[src/rtl/can_mode_seq.sv]
module can_mode_seq (
  input  logic        clk,
  input  logic        rst_n,
  input  logic        ctl_wr,
  input  logic [1:0]  ctl_wdata,
  input  logic        sel_wr,
  input  logic [2:0]  sel_wdata,
  input  logic        bus_activity,
  input  logic        tx_pend_fifo,
  input  logic        tx_pend_prio,
  input  logic        core_tx,
  input  logic        can_rx_raw,
  output logic        can_tx,
  output logic        rx_line,
  output logic        tx_fifo_go,
  output logic        tx_prio_go,
  output logic        rx_en,
  output logic        self_ack,
  output logic        err_clr,
  output logic        sleep_evt,
  output logic        wake_evt,
  output logic [12:0] mode_status
);

  localparam int ST_CFG   = 0;
  localparam int ST_LOOP  = 1;
  localparam int ST_SLEEP = 2;
  localparam int ST_NORM  = 3;
  localparam int ST_SNOOP = 12;

  typedef enum logic [2:0] {M_CFG, M_NORM, M_SLEEP, M_LOOP, M_SNOOP} mode_t;

  mode_t      mode_q, mode_d;
  logic       en_q, en_d;
  logic [2:0] sel_q;
  logic       srst;

  assign srst = ctl_wr & ctl_wdata[0];
  assign en_d = ctl_wr ? ctl_wdata[1] : en_q;

  always_comb begin
    mode_d = mode_q;
    if (!en_d)
      mode_d = M_CFG;
    else if (mode_q == M_CFG) begin
      if (sel_q[1])      mode_d = M_LOOP;
      else if (sel_q[2]) mode_d = M_SNOOP;
      else if (sel_q[0]) mode_d = M_SLEEP;
      else               mode_d = M_NORM;
    end else if (mode_q == M_SLEEP && bus_activity)
      mode_d = M_NORM;
  end

  always_ff @(posedge clk or negedge rst_n) begin
    if (!rst_n) begin
      mode_q    <= M_CFG;
      en_q      <= 1'b0;
      sel_q     <= '0;
      sleep_evt <= 1'b0;
      wake_evt  <= 1'b0;
    end else if (srst) begin
      mode_q    <= M_CFG;
      en_q      <= 1'b0;
      sel_q     <= '0;
      sleep_evt <= 1'b0;
      wake_evt  <= 1'b0;
    end else begin
      mode_q    <= mode_d;
      en_q      <= en_d;
      if (sel_wr && mode_q == M_CFG)
        sel_q <= sel_wdata;
      sleep_evt <= (mode_d == M_SLEEP) && (mode_q != M_SLEEP);
      wake_evt  <= (mode_q == M_SLEEP) && (mode_d == M_NORM);
    end
  end

  logic in_cfg, in_norm, in_sleep, in_loop, in_snoop;
  assign in_cfg   = mode_q == M_CFG;
  assign in_norm  = mode_q == M_NORM;
  assign in_sleep = mode_q == M_SLEEP;
  assign in_loop  = mode_q == M_LOOP;
  assign in_snoop = mode_q == M_SNOOP;

  assign can_tx     = in_norm ? core_tx : 1'b1;
  assign rx_line    = in_loop ? core_tx : (in_cfg ? 1'b1 : can_rx_raw);
  assign tx_fifo_go = (in_norm | in_loop) & tx_pend_fifo;
  assign tx_prio_go = (in_norm | in_loop) & tx_pend_prio;
  assign rx_en      = ~in_cfg;
  assign self_ack   = in_loop;
  assign err_clr    = in_cfg;

  always_comb begin
    mode_status           = '0;
    mode_status[ST_CFG]   = in_cfg;
    mode_status[ST_LOOP]  = in_loop;
    mode_status[ST_SLEEP] = in_sleep;
    mode_status[ST_NORM]  = in_norm;
    mode_status[ST_SNOOP] = in_snoop;
  end

endmodule

[config.mk]
export PLATFORM = sky130hd
export DESIGN_NAME = can_mode_seq
export DESIGN_NICKNAME = d
export VERILOG_FILES = /design/src/rtl/can_mode_seq.sv
export SDC_FILE = /design/constraint.sdc
export NUM_CORES = 1
export LEC_CHECK = 0
export ABC_AREA = 1
export BUFFER_PORTS_ARGS = -buffer_cell sky130_fd_sc_hd__buf_4
export CAP_MARGIN = 20
export CORE_MARGIN = 1
export CORE_UTILIZATION = 40
export DETAILED_ROUTE_END_ITERATION = 7
export GPL_ROUTABILITY_DRIVEN = 0
export PLACE_DENSITY_LB_ADDON = 0.12
export SLEW_MARGIN = 20
export SYNTH_ARGS = -nofsm -noshare
export SYNTH_HDL_FRONTEND = slang
export SYNTH_SLANG_ARGS = --single-unit
[constraint.sdc]
create_clock -name clk -period 1.1 [get_ports clk]
set_input_delay 0.11 -clock clk [delete_from_list [all_inputs] [get_ports clk]]
set_output_delay 0.11 -clock clk [all_outputs]
set_load 0.02 [all_outputs]
# Word-level counts from Yosys, hierarchy flattened
# Cells that the tools add are included.
[totals] output_inout_bits=22 regBits=9 inputBits=14 wordCells=39
[op_classes] n_mux=16 n_eq_ne=7 bitwise=5 n_reduce_logical=6
[ops] op="3-bit 2-to-1 mux" n=8
[ops] op="3-bit by 2-bit equality test with 1-bit output (second input constant)" n=3
[ops] op="1-bit 2-to-1 mux" n=7
[ops] op="3-bit by 1-bit equality test with 1-bit output (second input constant)" n=2
[ops] op="1-bit logical AND" n=4
[ops] op="1-bit bitwise AND" n=3
[ops] op="3-bit equality test (second input constant)" n=1
[ops] op="3-bit logical NOT" n=1
[ops] op="3-bit by 2-bit != test with 1-bit output (second input constant)" n=1
[ops] op="2-bit 2-to-1 mux" n=1
[ops] op="2-bit nonzero test" n=1
[ops] op="1-bit inverter" n=1
[ops] op="1-bit bitwise OR" n=1

# Logic depth before layout (Yosys ltp)
[depth] ltp_word=8 depth_mapped=8 mapped_depth_nobuf=7

# Worst setup path after synthesis
# OpenSTA, ideal clock, no wires.
[synth_timing] kind="register to output" start="reg mode_q[0]" end="out rx_line" arrival_time_ps=1144 required_time_ps=990 path_buffers=0 slack_ps=-154 stages_incl_launch_ff=5 cell_sequence="dfrtp_1 inv_1 nor2_1 nand2_1 o21ai_0"
[synth_via] elab_chain_len=3 elab_cells_between_ends=4
[synth_rtl] item="from (decl)" line_no="33" text="mode_t mode_q, mode_d;"
[synth_rtl] item="from (signal assigned)" line_no="68" text="mode_q <= mode_d;"
[synth_rtl] item="3-bit logical NOT" line_no="78" text="assign in_cfg = mode_q == M_CFG;"
[synth_rtl] item="1-bit 2-to-1 mux" line_no="85" text="assign rx_line = in_loop ? core_tx : (in_cfg ? 1'b1 : can_rx_raw);"
[synth_rtl] item="1-bit 2-to-1 mux *" line_no="85"
[synth_rtl] item="to (decl)" line_no="14" text="output logic rx_line,"
# Every way passes the cells marked *; elsewhere a longest branch is shown, timed or not.

# Worst setup path after layout
# Same ends and word-level chain as after synthesis.

==> results by group <==
Outcome
  – Outcome: finished with violations
  – Violated checks: setup timing

Place
  – Count of buffers from port buffering: 27
  – DP HPWL: 1040 µm
  – Placed cell areas: 835 µm²

Logic synthesis
  – Synth unique cells: 19
  – Count leader, synth: nand2_1
  – Synth async-reset ratio: 100%
  – Complex-gate fraction of the synthesized area: 7.03%
  – Largest family of logic cells by synthesized area: simple AND/OR/NAND/NOR gates
  – Synth Area in XOR/XNOR: 0%
  – Post-synth EDFFs: 0
  – Adder-Cell Fraction of Synth Area: 0%
  – Syn Inst Count: 88
  – Simple logic cell fraction of the synthesized area: 33.5%
  – Cell Area, Synth: 658 µm²
  – Synth area leaders: dfrtp_1 34%, buf_4 15%, nand2_1 8.6%
  – Ys flop type: dfrtp_1
  – Top cell type's share of synthesized area: 34.2%
  – Post-synth top area cell: dfrtp_1
  – Synth cell count leaders: 15 x nand2_1, 13 x buf_4, 12 x inv_1, 12 x nor2_1, 9 x dfrtp_1
  – Average size of a mapped cell: 7.48 µm²
  – Mux cell area share after synthesis: 0%
  – Sequential fraction of the synthesis area: 34.2%
  – Synth Warn #: 0
  – Synthesized flop and latch total: 9

STA
  – Final setup violation count: 19
  – Max-slew violations: 0
  – PnR worst setup slack: -281 ps
  – Final hold vios: 0
  – Fin crit period: 1380 ps
  – FMAX: 0.724 GHz
  – Period Utilization, post-route: 126%
  – Skew final: 1.56 ps
  – Final Hold Slack: 69.9 ps
  – Unrepaired setup endpoints after global routing: yes
  – Post-route setup TNS: -3360 ps

Worst setup path
  – CP Capture Type: output port
  – CP most frequent cell: buf_6
  – CP max-delay cell: dfrtp_1
  – Crit-path cells: buf_6 -> nor2_4 -> nand2_4 -> inv_8 -> a21oi_2 -> o21ai_2 -> buf_6
  – Worst EP arrival: 1270 ps
  – CP Launch Type: flip-flop
  – CP Class: flip-flop to output port
  – Req. time, crit path: 990 ps
  – Critical-path maximum fanout: 4
  – Largest stage delay, worst path: 400 ps

Final layout
  – Nets@finish: 137
  – Filler cell count: 145
  – Core Util, Final: 63.9%
  – Design Area, Final: 973 µm²
  – Diodes inserted: 0
  – Share of cells above drive strength 1: 51.6%
  – Layout area overhead: 47.9%

Routing
  – Post-route ant nets: 0
  – Final WL: 1370 µm
  – Initial DRC count: 1
  – Vias/cell: 4.51
  – Number of remaining DRC errors: 0
  – Vias: 622
  – Drt pass-1 iters: 4
  – Drt wl/cell: 9.90 µm

Global routing
  – First-pass GRT wire length: 2280 µm
  – Largest net degree at the start of global routing: 10
  – Initial antenna violation count: 0
  – Vias in the first global route: 576
  – GRT Residual Overflow: 0
  – Total track usage: 16.6%

Floorplan
  – Total core area: 1520 µm²
  – Rows: 14
  – Vert. Die Dim: 42.6 µm
  – Die area: 1810 µm²
  – Die Wd: 42.6 µm
  – Initial core utilization: 43.2%
  – Top-Level Pins: 36

CTS
  – # H-tree levels: 1
  – Longest Clk Path Bufs: 2
  – Root buf cell: clkbuf_4
  – Inserted Clock Buffers: 3
  – Worst-path clk slew: 60 ps
  – CTS tree: done
  – CTS sink cnt: 9
  – Clk Latency, worst-skew pair: 260 ps

Power
  – VDD IR max: 733 µV
  – Cell Pwr Density: 1620 nW/µm²
  – Pleak: 0.000535 µW
  – Power after layout: 1580 µW

Hold path
  – Hold Crit Class: input port to flip-flop

Run
  – Max-cap violation count: 0
-- what timing repair did --
action,in CTS,in global routing
pin swaps,2,2
setup buffers,4,1
resized for setup,11,8
hold buffers,1,0
endpoints found under the hold margin,9,0
endpoints found under the setup margin,19,20
-- where the power goes --
part           total, µW  switching [µW]  internal, µW  leakage [µW]
combinational        885             490           395      0.000405
sequential           439            53.3           386      0.000115
clock                254             115           140     0.0000150
-- registers in the layout, indices dropped and copies added (netlist names) --
signal     cells
sel_q          3
mode_q         3
wake_evt       1
sleep_evt      1
en_q           1
-- path summary, 6_finish.rpt --
check                              from        end  slack, ps  cells past startpoint
hold / removal             sel_wdata[0]   sel_q[0]         70                      3
min in group asynchronous         rst_n   sel_q[0]        210                      2
max in group asynchronous         rst_n  mode_q[1]        740                      2
setup reg to reg              mode_q[0]  sleep_evt       -160                      9
setup / recovery              mode_q[0]    rx_line       -280                      7
hold reg to reg                sel_q[0]   sel_q[0]        550                      2
-- kinds of logic after synthesis --
family,after synthesis
and+or+nand+nor,43
buffers and inverters,27
DFF,9
AOI/OAI and AO/OA,8
other,1
-- cell usage in the layout (no fill, tap or decap) --
master / count
buf_4: 30
nand2_1: 13
inv_1: 10
nor2_1: 10
conb_1: 8
dfrtp_1: 7
buf_6: 6
nand3_1: 4
nand2_2: 4
nand2_4: 3
a21oi_1: 3
o21ai_2: 3
clkbuf_4: 3
nor2_4: 2
inv_2: 2
nor2_2: 2
nand3_2: 2
dfrtp_2: 2
inv_8: 1
nor3_1: 1
a21oi_2: 1
o21a_1: 1
nand3_4: 1
nor3_2: 1
clkbuf_1: 1
dlygate4sd3_1: 1
-- metal layers --
| metal | GRT usage, % | share of wire [%] |
|---|---|---|
| met1 | 18.4 | 41 |
| met2 | 29.8 | 51 |
| met3 | 2.16 | 7.2 |
| met4 | 9.38 | 1.3 |
| met5 | 0 | 0 |
-- worst max-delay path: cells and delay by family (launching register included) --
family	cells	cell delay, ps
compound gates	2	90
simple gates	2	200
buf+inv	3	330
flops	1	400
-- metrics by stage --
stage	setup WS, ps	instances
floorplan	-3.41	95
global placement	-58.5	128
detailed placement	-104	128
CTS	-262	137
global route	-352	138
finish	-281	138
-- layout make-up --
class | count | area (µm²) | area share, %
Multi-Input combinational cell | 59 | 340 | 35.0
Timing Repair Buffer | 37 | 303 | 31.1
Sequential cell | 9 | 228 | 23.4
Inverter | 13 | 56.3 | 5.78
Clock buffer | 4 | 26.3 | 2.70
Tap cell | 16 | 20.0 | 2.06
Note: power is estimated with default switching activity, not from simulation.
